==> src/rtl/isodf_pkg.sv <==
package isodf_pkg;

  localparam int QUAD_W = 32;
  localparam int AUD_W  = 24;
  localparam int NSLOT  = 6;

  // channels whose low byte carries side information
  localparam int CH_TX_LO  = 0;
  localparam int CH_CNT_LO = 1;
  localparam int CH_CNT_HI = 4;
  localparam int CH_TX_HI  = 5;
  localparam int CH_FRAME  = 6;
  localparam int CH_PHASE  = 7;

  typedef logic [15:0] cnt16_t;

  typedef struct packed {
    logic [7:0] frame;
    logic [7:0] phase;
    cnt16_t     rx_count;
    cnt16_t     tx_size;
  } side_t;

  // slot k of the capture bank listens to this channel
  function automatic int slot_chan(int k);
    case (k)
      0:       return CH_TX_LO;
      1:       return CH_TX_HI;
      2:       return CH_CNT_LO;
      3:       return CH_CNT_HI;
      4:       return CH_FRAME;
      default: return CH_PHASE;
    endcase
  endfunction

  function automatic logic [AUD_W-1:0] audio_part(logic [QUAD_W-1:0] q);
    return q[QUAD_W-1:QUAD_W-AUD_W];
  endfunction

  function automatic logic [7:0] side_part(logic [QUAD_W-1:0] q);
    return q[7:0];
  endfunction

  function automatic cnt16_t cnt_succ(cnt16_t c);
    return c + 16'd1;
  endfunction

  // true when now_c does not follow prev_c in the mod-2^16 sequence
  function automatic logic cnt_gap(cnt16_t prev_c, cnt16_t now_c);
    return now_c != cnt_succ(prev_c);
  endfunction

endpackage

==> src/rtl/isodf_slot_tracker.sv <==
module isodf_slot_tracker #(
  parameter  int NCH   = 28,
  parameter  int HDR_Q = 2,
  localparam int CH_W  = $clog2(NCH),
  localparam int HW    = $clog2(HDR_Q + 1)
) (
  input  logic            clk,
  input  logic            rst_n,
  input  logic            beat,
  input  logic            last,
  output logic            is_hdr,
  output logic [CH_W-1:0] ch,
  output logic            smp_end,
  output logic            first_smp,
  output logic            hdr_end
);

  localparam logic [HW-1:0]   HDR_LIM = HW'(HDR_Q);
  localparam logic [HW-1:0]   HDR_FIN = HW'(HDR_Q - 1);
  localparam logic [CH_W-1:0] CH_LAST = CH_W'(NCH - 1);

  logic [HW-1:0]   hcnt_q;
  logic [CH_W-1:0] ccnt_q;
  logic            first_q;

  assign is_hdr    = (hcnt_q != HDR_LIM);
  assign ch        = ccnt_q;
  assign smp_end   = !is_hdr && (ccnt_q == CH_LAST);
  assign first_smp = first_q;
  assign hdr_end   = (hcnt_q == HDR_FIN);

  always_ff @(posedge clk) begin
    if (!rst_n) begin
      hcnt_q  <= '0;
      ccnt_q  <= '0;
      first_q <= 1'b1;
    end else if (beat) begin
      if (last) begin
        hcnt_q  <= '0;
        ccnt_q  <= '0;
        first_q <= 1'b1;
      end else if (is_hdr) begin
        hcnt_q <= hcnt_q + 1'b1;
      end else begin
        ccnt_q <= smp_end ? '0 : ccnt_q + 1'b1;
        if (smp_end) first_q <= 1'b0;
      end
    end
  end

endmodule

==> src/rtl/isodf_side_capture.sv <==
module isodf_side_capture
  import isodf_pkg::*;
#(
  parameter  int NCH  = 28,
  localparam int CH_W = $clog2(NCH)
) (
  input  logic            clk,
  input  logic            rst_n,
  input  logic            take,
  input  logic [CH_W-1:0] ch,
  input  logic [7:0]      lowb,
  output side_t           side
);

  logic [NSLOT*8-1:0] bank;

  for (genvar k = 0; k < NSLOT; k++) begin : g_slot
    localparam logic [CH_W-1:0] MY_CH = CH_W'(slot_chan(k));
    logic [7:0] b_q;
    always_ff @(posedge clk) begin
      if (!rst_n)                   b_q <= '0;
      else if (take && ch == MY_CH) b_q <= lowb;
    end
    assign bank[k*8 +: 8] = b_q;
  end

  assign side.tx_size  = {bank[15:8],  bank[7:0]};
  assign side.rx_count = {bank[31:24], bank[23:16]};
  assign side.frame    = bank[39:32];
  assign side.phase    = bank[47:40];

endmodule

==> src/rtl/isodf_gap_monitor.sv <==
module isodf_gap_monitor
  import isodf_pkg::*;
(
  input  logic   clk,
  input  logic   rst_n,
  input  logic   smp_done,
  input  logic   first_smp,
  input  logic   whole_end,
  input  cnt16_t cur_cnt,
  output logic   drop_q,
  output logic   base_ok,
  output cnt16_t base_cnt
);

  logic hit;
  assign hit = smp_done && first_smp && base_ok && cnt_gap(base_cnt, cur_cnt);

  always_ff @(posedge clk) begin
    if (!rst_n) begin
      drop_q   <= 1'b0;
      base_ok  <= 1'b0;
      base_cnt <= '0;
    end else begin
      drop_q <= hit;
      if (whole_end) begin
        base_ok  <= 1'b1;
        base_cnt <= cur_cnt;
      end
    end
  end

endmodule

==> src/rtl/isodf_deframer.sv <==
module isodf_deframer
  import isodf_pkg::*;
#(
  parameter  int NCH   = 28,
  parameter  int HDR_Q = 2,
  localparam int CH_W  = $clog2(NCH)
) (
  input  logic              clk,
  input  logic              rst_n,
  input  logic              in_valid,
  input  logic [QUAD_W-1:0] in_data,
  input  logic              in_last,
  output logic              aud_valid,
  output logic [CH_W-1:0]   aud_chan,
  output logic [AUD_W-1:0]  aud_sample,
  output logic              sync_valid,
  output logic [7:0]        sync_frame,
  output logic [7:0]        sync_phase,
  output logic [15:0]       sync_rx_count,
  output logic [15:0]       sync_tx_size,
  output logic              drop_err,
  output logic              pkt_bad
);

  logic            trk_is_hdr;
  logic [CH_W-1:0] trk_ch;
  logic            trk_smp_end;
  logic            trk_first;
  logic            trk_hdr_end;
  side_t           cap_side;
  logic            mon_base_ok;
  cnt16_t          mon_base_cnt;

  logic pay_beat, smp_done, pkt_fin, pkt_whole, pkt_ok;

  assign pay_beat  = in_valid && !trk_is_hdr;
  assign smp_done  = in_valid && trk_smp_end;
  assign pkt_fin   = in_valid && in_last;
  assign pkt_whole = pkt_fin && trk_smp_end;
  assign pkt_ok    = trk_hdr_end || trk_smp_end;

  isodf_slot_tracker #(.NCH(NCH), .HDR_Q(HDR_Q)) u_trk (
    .clk       (clk),
    .rst_n     (rst_n),
    .beat      (in_valid),
    .last      (in_last),
    .is_hdr    (trk_is_hdr),
    .ch        (trk_ch),
    .smp_end   (trk_smp_end),
    .first_smp (trk_first),
    .hdr_end   (trk_hdr_end)
  );

  isodf_side_capture #(.NCH(NCH)) u_cap (
    .clk   (clk),
    .rst_n (rst_n),
    .take  (pay_beat),
    .ch    (trk_ch),
    .lowb  (side_part(in_data)),
    .side  (cap_side)
  );

  isodf_gap_monitor u_mon (
    .clk       (clk),
    .rst_n     (rst_n),
    .smp_done  (smp_done),
    .first_smp (trk_first),
    .whole_end (pkt_whole),
    .cur_cnt   (cap_side.rx_count),
    .drop_q    (drop_err),
    .base_ok   (mon_base_ok),
    .base_cnt  (mon_base_cnt)
  );

  always_ff @(posedge clk) begin
    if (!rst_n) begin
      aud_valid     <= 1'b0;
      aud_chan      <= '0;
      aud_sample    <= '0;
      sync_valid    <= 1'b0;
      sync_frame    <= '0;
      sync_phase    <= '0;
      sync_rx_count <= '0;
      sync_tx_size  <= '0;
      pkt_bad       <= 1'b0;
    end else begin
      aud_valid  <= pay_beat;
      sync_valid <= smp_done;
      pkt_bad    <= pkt_fin && !pkt_ok;
      if (pay_beat) begin
        aud_chan   <= trk_ch;
        aud_sample <= audio_part(in_data);
      end
      if (smp_done) begin
        sync_frame    <= cap_side.frame;
        sync_phase    <= cap_side.phase;
        sync_rx_count <= cap_side.rx_count;
        sync_tx_size  <= cap_side.tx_size;
      end
    end
  end

endmodule

==> config.mk <==
export PLATFORM = sky130hd
export DESIGN_NAME = isodf_deframer
export DESIGN_NICKNAME = d
export VERILOG_FILES = /design/src/rtl/isodf_pkg.sv /design/src/rtl/isodf_slot_tracker.sv /design/src/rtl/isodf_side_capture.sv /design/src/rtl/isodf_gap_monitor.sv /design/src/rtl/isodf_deframer.sv
export SDC_FILE = /design/constraint.sdc
export NUM_CORES = 1
export LEC_CHECK = 0
export BUFFER_PORTS_ARGS = -buffer_cell sky130_fd_sc_hd__buf_2
export CAP_MARGIN = 20
export CORE_ASPECT_RATIO = 0.6
export CORE_MARGIN = 2
export CORE_UTILIZATION = 44
export CTS_CLUSTER_SIZE = 20
export DETAILED_ROUTE_END_ITERATION = 10
export PLACE_DENSITY = 0.65
export SETUP_SLACK_MARGIN = 0.15
export SYNTH_ARGS = -nofsm -noshare
export SYNTH_HDL_FRONTEND = slang
export SYNTH_SLANG_ARGS = --single-unit
==> constraint.sdc <==
create_clock -name clk -period 2.4 [get_ports clk]
set_input_delay 0.48 -clock clk [delete_from_list [all_inputs] [get_ports clk]]
set_output_delay 0.48 -clock clk [all_outputs]
set_load 0.01 [all_outputs]
==> metrics.md, run 1 <==
| Metric | Value |
|---|---|
| Worst min-delay path class | `input port to flop` |
| Pin count of the biggest net entering global routing | `93` |
| Top cell type's share of synthesized area | `47.69%` |
| Synthesized flop and latch total | `154` |
| Drt via density | `5.071` |
| Hold Vio Cnt, Final | `0` |
| Clock Sinks | `154` |
| Postcts setup bufs | `0` |
| CORE AREA | `14420 um^2` |
| Num ports | `117` |
| Final period util | `87.78%` |
| Final WS setup | `0.2933 ns` |
| Switching power | `1.213 mW` |
| Distinct cells, synth | `53` |
| WP data required | `2.68 ns` |
| Final Max Slew Viols | `0` |
| Rows | `34` |
| Hold slack final | `0.3097 ns` |
| Fin Setup TNS | `0 ns` |
| Synth area leaders | `dfxtp_1, nand2_1, mux2i_1` |
| Max Clk Rate | `474.7 MHz` |
| Clock Path Buffers | `2` |
| Critical Path Fanout Max | `5` |
| Syn_nets | `749` |
| Synth Area per Inst | `9.157 um^2` |
| Worst VDD drop | `0.4539 mV` |
| Most frequent cells in the layout | `nand2_1, dfxtp_1, buf_2, a21boi_1, nor2b_1` |
| Die X | `160.5 um` |
| Die Height | `97.89 um` |
| CTS tree | `built` |
| Post-route minimum period | `2.107 ns` |
| Sequential fraction of design power | `49.5%` |
| CP Class | `flop to flop` |
| Post-Synthesis Cells | `706` |
| Initial core utilization | `44.83%` |
| DR iter-0 viols | `301` |
| Arr. time, crit path | `2.39 ns` |
| Clk_skew | `0.01265 ns` |
| CTS Buf Count | `17` |
| Placer Congestion | `0.8151` |
| Clk slew on worst S/H paths | `0.06 ns` |
| Hpwl dp | `10580 um` |
| Area grow syn2layout | `19.53%` |
| Sequential share of the synthesized area | `47.69%` |
| Antenna violations before repair | `0` |
| Share of cells above drive strength 1 | `21.42%` |
| Final #Nets | `847` |
| Leading area contributor after synthesis | `dfxtp_1` |
| Placement Setup Slack | `0.2247 ns` |
| Synth Cell Area | `6465 um^2` |
| Clock Power Share | `47.2%` |
| DR WL/cell | `15.29 um` |
| Routed vias | `5147` |
| Lkg Pwr | `3.035 nW` |
| Pwr dens | `671.9 nW/um^2` |
| Syn. warnings | `0` |
| Port Buffers | `116` |
| GRT Overall Usage | `20.25%` |
| DRT antenna net count | `0` |
| Setup crit start kind | `flop` |
| Commonest non-fill, non-tap cell in the layout | `nand2_1` |
| RSZ-0062 raised after global routing | `no` |
| Latest clock arrival within the worst-skew pair | `0.42 ns` |
| Post-synth EDFFs | `0` |
| Outcome | `finished, final reports clean` |
| Slew margin rel. | `64.81%` |
| Logic pwr share | `3.2%` |
| Drt pass-1 iters | `5` |
| Total power | `5.192 mW` |
| Internal power | `3.979 mW` |
| Vias in the first global route | `5019` |
| Predominant post-synthesis flop cell | `dfxtp_1` |
| FFs w/ async S/R, synth | `0%` |
| Grt ovf | `0` |
| Die area | `15710 um^2` |
| Switching Share | `23.36%` |
| DRC viols | `0` |
| Clock Tree Root | `clkbuf_16` |
| Slew @ Worst Pin | `0.5279 ns` |
| First-pass GRT wire length | `25500 um` |
| Drt total wl | `15520 um` |
| Final Util | `53.58%` |
| CP endpoint kind | `flop` |
| H-tree levels | `4` |
| # diodes | `0` |
| Max-Cap Viols | `0` |
| Endpoints failing setup | `0` |
## state kept, by name, indices dropped and copies added (netlist names), 2 cells and up
signal	cells
aud_sample	24
sync_tx_size	16
u_mon.base_cnt	16
u_trk.hcnt_q	2
u_trk.ch	5
u_cap.g_slot.b_q	48
aud_chan	5
sync_frame	8
sync_rx_count	16
sync_phase	8
## power groups by stage
stage          clock network [mW]  logic, mW  registers [mW]
2_1_floorplan                   0     0.0938            2.63
3_3_place_gp                    0      0.163            2.63
3_5_place_dp                    0      0.167            2.63
4_1_cts                      2.50      0.168            2.57
5_1_grt                      2.61      0.183            2.57
6_report                     2.45      0.168            2.57
## kinds of logic (layout without fill, tap and decap cells)
group,Yosys count,in the layout,synth area share [%]
and+or+nand+nor,307,307,22.88
xor gates and xnor gates,24,24,3.251
DFF,154,154,47.69
AOI/OAI and AO/OA,117,117,13.90
adders and majority gates,7,7,1.355
buffers and inverters,49,160,3.503
muxes,48,48,7.432
## worst max-delay path, cell delays in order (launching register included)
cell      delay, ns
dfxtp_1        0.47
ha_1           0.30
and3_1         0.22
nand3_1        0.10
xnor2_1        0.18
o221ai_1       0.13
nor4_1         0.42
a31oi_1        0.16
## final cells by class
class | instances | area, um^2
Sequential cell | 154 | 3083
Clock inverter | 14 | 111.4
Clock buffer | 18 | 429.2
Timing Repair Buffer | 124 | 671.9
Multi-Input combinational cell | 503 | 3169
Tap cell | 198 | 247.7
Fill cell | 1311 | 6694
Inverter | 4 | 15.01
## synth_stat cells, drive strengths merged, types with 2 or more instances
| master | count |
|---|---|
| nor2 | 14 |
| nor3b | 3 |
| clkbuf | 28 |
| inv | 4 |
| nand3b | 2 |
| nand4 | 5 |
| a21boi | 93 |
| nor3 | 2 |
| nand2 | 183 |
| nand2b | 4 |
| or4 | 2 |
| ha | 7 |
| xnor2 | 12 |
| nor2b | 49 |
| buf | 17 |
| o22ai | 2 |
| nor4b | 2 |
| mux2i | 48 |
| or2b | 2 |
| o21ai | 3 |
| dfxtp | 154 |
| xor2 | 12 |
| nand3 | 22 |
| and3 | 4 |
| a21oi | 6 |
| and2 | 6 |
| o21a | 2 |
| nor4 | 2 |
## per-stage QoR
stage / instances / area [um^2]
finish: 1015 / 7727
global route: 1015 / 7727
CTS: 1015 / 7711
detailed placement: 983 / 7171
global placement: 983 / 7171
floorplan: 706 / 6465
## what timing repair did
item	in CTS	in global routing
setup endpoints to repair	0	44
hold buffers	0	0
gates resized for setup	0	5
## per-layer routing
metal	GRT usage, %	vias to the layer above	wire (um)	part of all wire (%)
met5	0	-	0	0
met4	5.059	0	148	0.95
met3	4.885	15	766	4.9
met2	31.13	113	6724	43
met1	28.68	2470	7879	51
li1	-	2549	-	-
## path summary, 6_finish.rpt
| path | cells past startpoint | slack, ns | from | to |
|---|---|---|---|---|
| worst min-delay path | 3 | 0.31 | in_data[21] | aud_sample[13] |
| worst min register to register | 2 | 0.45 | u_cap.g_slot[0].b_q[2] | sync_tx_size[2] |
| worst max register to register | 7 | 0.29 | u_mon.base_cnt[0] | u_mon.drop_q |
| worst max-delay path | 7 | 0.29 | u_mon.base_cnt[0] | u_mon.drop_q |
No activity file was read; power rests on OpenSTA's default activity.
==> run 2: changes to the inputs <==
- CORE_MARGIN: 2 -> 4
- CTS_CLUSTER_DIAMETER: unset -> 80
==> run 2 against run 1 <==
Compared with the run above:
- sequential share of layout area shrank 0.40 points
- clock skew shrank 0.0027 ns
- register-to-register slack lost 0.03 ns
- first-iteration DRC count shrank 7.3%
- clock power grew 18%
- sequential power is essentially flat
- critical path type unchanged
- cell area grew 1.0%
- count of clock-buffer cells in the layout grew 1
- setup slack lost 0.028 ns
==> metrics.md, run 2 (synthesis results as in run 1) <==
| Metric | Value |
|---|---|
| Slew margin rel. | `66.93%` |
| Hpwl dp | `10850 um` |
| Top flop regs | `u_cap.g_slot.b_q (48), aud_sample (24)` |
| Pin count of the biggest net entering global routing | `112` |
| Vias in the first global route | `5028` |
| Final Max Slew Viols | `0` |
| Clk slew on worst S/H paths | `0.06 ns` |
| Post_cts resized | `1` |
| DR iter-0 viols | `279` |
| Most frequent cells in the layout | `nand2_1, dfxtp_1, buf_2, a21boi_1, nor2b_1` |
| WP data required | `2.67 ns` |
| Initial core utilization | `46.19%` |
| Drt pass-1 iters | `5` |
| Latest clock arrival within the worst-skew pair | `0.41 ns` |
| Placed cell areas | `7168 um^2` |
| Fin Setup TNS | `0 ns` |
| CORE AREA | `14000 um^2` |
| Die area | `16760 um^2` |
| Reg2reg path depth | `7` |
| Commonest non-fill, non-tap cell in the layout | `nand2_1` |
| CTS tree | `built` |
| GRT Overall Usage | `19.26%` |
| Slew @ Worst Pin | `0.4960 ns` |
| Postcts setup bufs | `0` |
| Die X | `164.5 um` |
| Share of cells above drive strength 1 | `21.01%` |
| Fillers | `1242` |
| Final #Nets | `846` |
| Worst min-delay path class | `input port to flop` |
| Max-Cap Viols | `0` |
| H-tree levels | `4` |
| DRT antenna net count | `0` |
| Critical Path Fanout Max | `5` |
| Area grow syn2layout | `20.75%` |
| Antenna violations before repair | `0` |
| Pwr dens | `719.7 nW/um^2` |
| CP Class | `flop to flop` |
| Hold slack final | `0.3151 ns` |
| Multi-input logic area | `3164 um^2` |
| Setup crit end | `u_mon.drop_q` |
| Lkg Pwr | `3.071 nW` |
| Rows | `33` |
| Post-route minimum period | `2.135 ns` |
| CTS Buf Count | `17` |
| Routed vias | `5143` |
| Clock Sinks | `154` |
| Setup crit start kind | `flop` |
| Reg-to-Reg Start | `u_mon.base_cnt[0]` |
| DRC viols | `0` |
| M1 WL | `8050 um` |
| CP endpoint kind | `flop` |
| Arr. time, crit path | `2.41 ns` |
| Met3 routed WL | `864 um` |
| Largest register FFs | `48` |
| Hold Vio Cnt, Final | `0` |
| Placer Congestion | `0.8328` |
| Die Height | `101.9 um` |
| Highest metal used | `met4` |
| Port Buffers | `116` |
| Wire length on met2 | `6576 um` |
| Clock Tree Root | `clkbuf_16` |
| Clock Path Buffers | `2` |
| Outcome | `finished, final reports clean` |
| Storage element area | `3083 um^2` |
| Final instance area | `7806 um^2` |
| R2r setup slk | `0.27 ns` |
| Max Clk Rate | `468.4 MHz` |
| Drt via density | `5.112` |
| # diodes | `0` |
| Endpoints failing setup | `0` |
| Hold buffer count at cts | `0` |
| Final period util | `88.95%` |
| Worst flop-to-flop path endpoint | `u_mon.drop_q` |
| Clk_skew | `0.009912 ns` |
| RSZ-0062 raised after global routing | `no` |
| Grt ovf | `0` |
| CP startpoint | `u_mon.base_cnt[0]` |
| Register with the most flip-flops | `u_cap.g_slot.b_q` |
| Worst VDD drop | `0.5120 mV` |
| Num ports | `117` |
| First-pass GRT wire length | `25520 um` |
| Hold Crit Depth | `3` |
| Drt total wl | `15640 um` |
| DR WL/cell | `15.54 um` |
-- run 2: cell types whose count changed in the layout (fill, tap and decap cells not counted) --
cell,change
clkinvlp_4,-1
buf_6,-1
and2_4,+1
clkbuf_1,+1
inv_8,-1
buf_4,-1
buf_12,+1
bufinv_16,+5
nor3_2,+1
nor3_4,-1
and2_2,-1
clkinv_2,-2
inv_6,-4
-- run 2: routing by layer --
metal | GRT usage (%) | vias to the layer above
li1 | - | 2550
met3 | 4.958 | 10
met5 | 0 | -
met2 | 28.55 | 116
met1 | 28.06 | 2467
met4 | 5.048 | 0
-- run 2: critical path, cell delays in order (launching register included) --
cell and delay [ns]:
dfxtp_1 0.48, ha_1 0.29, and3_1 0.23, nand3_1 0.11, xnor2_1 0.17, o221ai_1 0.12, nor4_1 0.41, a31oi_1 0.17
-- run 2: final cells by class --
class	count	area share, %
sequential	154	39.49
multi-input combinational	503	40.54
tap	192	3.077
clock inverter	11	2.532
timing repair buffer	123	8.623
clock buffer	19	5.546
inverter	4	0.1923
-- run 2: metrics by stage --
stage,total power [mW],util [%],setup WS (ns),instances
2_1_floorplan,2.723,-,0.6424,706
3_3_place_gp,2.789,51.21,0.3328,976
3_5_place_dp,2.796,51.21,0.1317,976
4_1_cts,5.668,55.73,0.1740,1006
5_1_grt,5.797,55.77,0.1643,1006
6_report,5.618,55.77,0.2653,1006
-- run 2: power breakdown --
part	leakage, nW	total, mW	switching [mW]	internal, mW
sequential	1.24	2.57	0.00718	2.56
combinational	1.54	0.169	0.0937	0.0753
clock	0.291	2.88	1.04	1.84
-- run 2: how the worst min path moves through the flow --
stage | slack, ns | to | start
3_3_place_gp | 0.44 | sync_rx_count[1] | sync_rx_count[1]
6_report | 0.32 | aud_sample[11] | in_data[19]
4_1_cts | 0.30 | aud_sample[3] | in_data[11]
3_5_place_dp | 0.45 | sync_frame[3] | sync_frame[3]
5_1_grt | 0.31 | aud_sample[3] | in_data[11]
2_1_floorplan | 0.42 | u_mon.drop_q | u_mon.base_ok
==> run 3: changes to the inputs <==
--- a/config.mk
+++ b/config.mk
@@ -6,4 +6,5 @@
 export NUM_CORES = 1
 export LEC_CHECK = 0
+export ABC_AREA = 1
 export BUFFER_PORTS_ARGS = -buffer_cell sky130_fd_sc_hd__buf_2
 export CAP_MARGIN = 20
@@ -14,5 +15,5 @@
 export CTS_CLUSTER_SIZE = 20
 export DETAILED_ROUTE_END_ITERATION = 10
-export PLACE_DENSITY = 0.65
+export PLACE_DENSITY = 0.66
 export SETUP_SLACK_MARGIN = 0.15
 export SYNTH_ARGS = -nofsm -noshare
==> constraint.sdc (replaced) <==
create_clock -name clk -period 2.4 [get_ports clk]
set_input_delay 0.48 -clock clk [delete_from_list [all_inputs] [get_ports clk]]
set_output_delay 0.48 -clock clk [all_outputs]
set_load 0.05 [all_outputs]
==> run 3 against run 2 <==
Compared with the run above:
- wire length down 0.86%
- clock power is 14% lower
- count of clock-buffer cells in the layout down 1
- sequential share of layout area up 2.8 points
- critical path depth increased by 2
- cell area fell by 6.5%
- maximum frequency is 13% higher
- global-route usage rose by 0.27 points
- clock skew hardly changed
- largest cell class is now sequential cells
==> metrics.md, run 3 <==
| Metric | Value |
|---|---|
| Die X | `159.2 um` |
| Worst min-delay path class | `input port to flop` |
| Synth top cells by count | `nand2_1, dfxtp_1, nor2_1` |
| DRT antenna net count | `0` |
| Worst VDD drop | `0.4304 mV` |
| CTS Buf Count | `17` |
| Register with the most flip-flops | `u_cap.g_slot.b_q` |
| DR iter-0 viols | `375` |
| Final Max Slew Viols | `0` |
| Drt via density | `4.949` |
| Die area | `15720 um^2` |
| Lkg Pwr | `3.090 nW` |
| Latest clock arrival within the worst-skew pair | `0.42 ns` |
| Clk slew on worst S/H paths | `0.06 ns` |
| Final #Nets | `965` |
| Largest register FFs | `48` |
| Outcome | `finished, final reports clean` |
| Setup crit start kind | `flop` |
| CORE AREA | `13130 um^2` |
| Synth area leaders | `dfxtp_1, nand2_1, nor2_1` |
| Hpwl dp | `10710 um` |
| CTS tree | `built` |
| Postcts setup bufs | `0` |
| Post-Synthesis Cells | `813` |
| Num ports | `117` |
| Fin Setup TNS | `0 ns` |
| Hold buffer count at cts | `0` |
| FFs w/ async S/R, synth | `0%` |
| Synthesized flop and latch total | `154` |
| Pin count of the biggest net entering global routing | `56` |
| Clk_skew | `0.009664 ns` |
| Antenna violations before repair | `0` |
| Critical Path Fanout Max | `48` |
| DR WL/cell | `14.03 um` |
| Arr. time, crit path | `2.23 ns` |
| Global Route met1 Usage | `29.28%` |
| Max Clk Rate | `531.1 MHz` |
| Synth Area per Inst | `7.427 um^2` |
| Pwr dens | `722.3 nW/um^2` |
| Post_cts resized | `0` |
| DRC viols | `0` |
| Top cell type's share of synthesized area | `51.06%` |
| Sequential share of the synthesized area | `51.06%` |
| CP endpoint kind | `flop` |
| Total power | `5.270 mW` |
| Vias in the first global route | `4955` |
| Distinct cells, synth | `28` |
| Slew @ Worst Pin | `0.5464 ns` |
| Placer Congestion | `0.8219` |
| GR met2 Demand/Resource | `27.16%` |
| Non-Filler Instances | `1105` |
| Clock Tree Root | `clkbuf_16` |
| Commonest non-fill, non-tap cell in the layout | `nand2_1` |
| Syn_nets | `856` |
| Port Buffers | `116` |
| H-tree levels | `4` |
| Most frequent cell after synthesis | `nand2_1` |
| Rows | `32` |
| Most frequent cells in the layout | `nand2_1, dfxtp_1, nor2_1, buf_2, o21ai_0` |
| First-pass GRT wire length | `25150 um` |
| Leading area contributor after synthesis | `dfxtp_1` |
| Hold Vio Cnt, Final | `0` |
| Hold slack final | `0.2921 ns` |
| Final period util | `78.45%` |
| Routed vias | `5469` |
| Dpl cells | `1073` |
| Grt peak-use layer | `met1` |
| Post-route minimum period | `1.883 ns` |
| Syn. warnings | `0` |
| Grt ovf | `0` |
| Die Height | `98.74 um` |
| WP data required | `2.74 ns` |
| Clock Sinks | `154` |
| Slew margin rel. | `63.54%` |
| Drt pass-1 iters | `5` |
| CP Class | `flop to flop` |
| Share of cells above drive strength 1 | `18.07%` |
| Endpoints failing setup | `0` |
| Initial core utilization | `45.98%` |
| Post-synth EDFFs | `0` |
| Area grow syn2layout | `20.85%` |
| Met3 usage | `6.352%` |
| Top flop regs | `u_cap.g_slot.b_q (48), aud_sample (24)` |
| GRT Overall Usage | `19.52%` |
| Max-Cap Viols | `0` |
| Predominant post-synthesis flop cell | `dfxtp_1` |
| RSZ-0062 raised after global routing | `no` |
| # diodes | `0` |
| Clock Path Buffers | `2` |
| Synth Cell Area | `6038 um^2` |
| Drt total wl | `15500 um` |
-- run 3: changes by cell type in the layout (fill, tap and decap cells not counted), sizes merged, moves of 5 or more --
cell    change
bufinv      -5
and2        -6
o21ai      +99
inv        +61
nor2b      -49
a21oi      +67
nor2      +135
xnor2       -8
a21boi     -93
nand2      -22
nand3      +21
mux2i      -48
-- run 3: final timing paths --
path | from | end | slack (ns) | depth (start not counted)
max | u_trk.hcnt_q[0] | sync_tx_size[15] | 0.52 | 9
min | in_last | u_trk.hcnt_q[1] | 0.29 | 2
max reg2reg | u_trk.hcnt_q[0] | sync_tx_size[15] | 0.52 | 9
min reg2reg | u_cap.g_slot[0].b_q[4] | sync_tx_size[4] | 0.45 | 2
-- run 3: per-stage QoR --
stage	utilization [%]	instance area, um^2	setup WS, ns
after CTS	55.56	7297	0.5058
after detailed placement	51.33	6741	0.5374
after floorplan	-	6038	0.8771
final	55.56	7297	0.5171
after global routing	55.56	7297	0.2892
after global placement	51.33	6741	0.5870
-- run 3: layer usage --
| metal | share of wire [%] | vias to the layer above |
|---|---|---|
| met4 | 0.76 | 0 |
| li1 | - | 2844 |
| met5 | 0 | - |
| met3 | 8.1 | 10 |
| met1 | 52 | 2448 |
| met2 | 39 | 167 |
-- run 3: cells by family after synthesis --
kind of cell	synth area share, %
and+or+nand+nor	24.14
AOI/OAI and AO/OA	14.90
DFF	51.06
buffers and inverters	6.569
xor gates and xnor gates	1.886
adders and majority gates	1.450
-- run 3: worst max-delay path, cell delays in order, from the launching register on --
cell     delay (ns)
dfxtp_1        0.34
inv_1          0.07
ha_1           0.23
nand3_1        0.11
nor3_2         0.04
buf_4          0.17
nand2_1        0.10
buf_4          0.45
nand2_1        0.12
a21oi_1        0.17
-- run 3: power by group --
part           internal [mW]  leakage (nW)  switching (mW)
Combinational         0.0600          1.59           0.147
Sequential              2.57          1.24         0.00908
Clock                   1.37         0.255            1.11
Total                   4.00          3.09            1.27
-- run 3: final cells by class --
type,count,area (um^2)
clock buffers,18,439.2
clock inverters,14,116.4
fillers,1263,5836
inverters,61,231.5
multi-input cells,562,2559
flip-flops and latches,154,3083
well taps,170,212.7
repair buffers,126,655.6
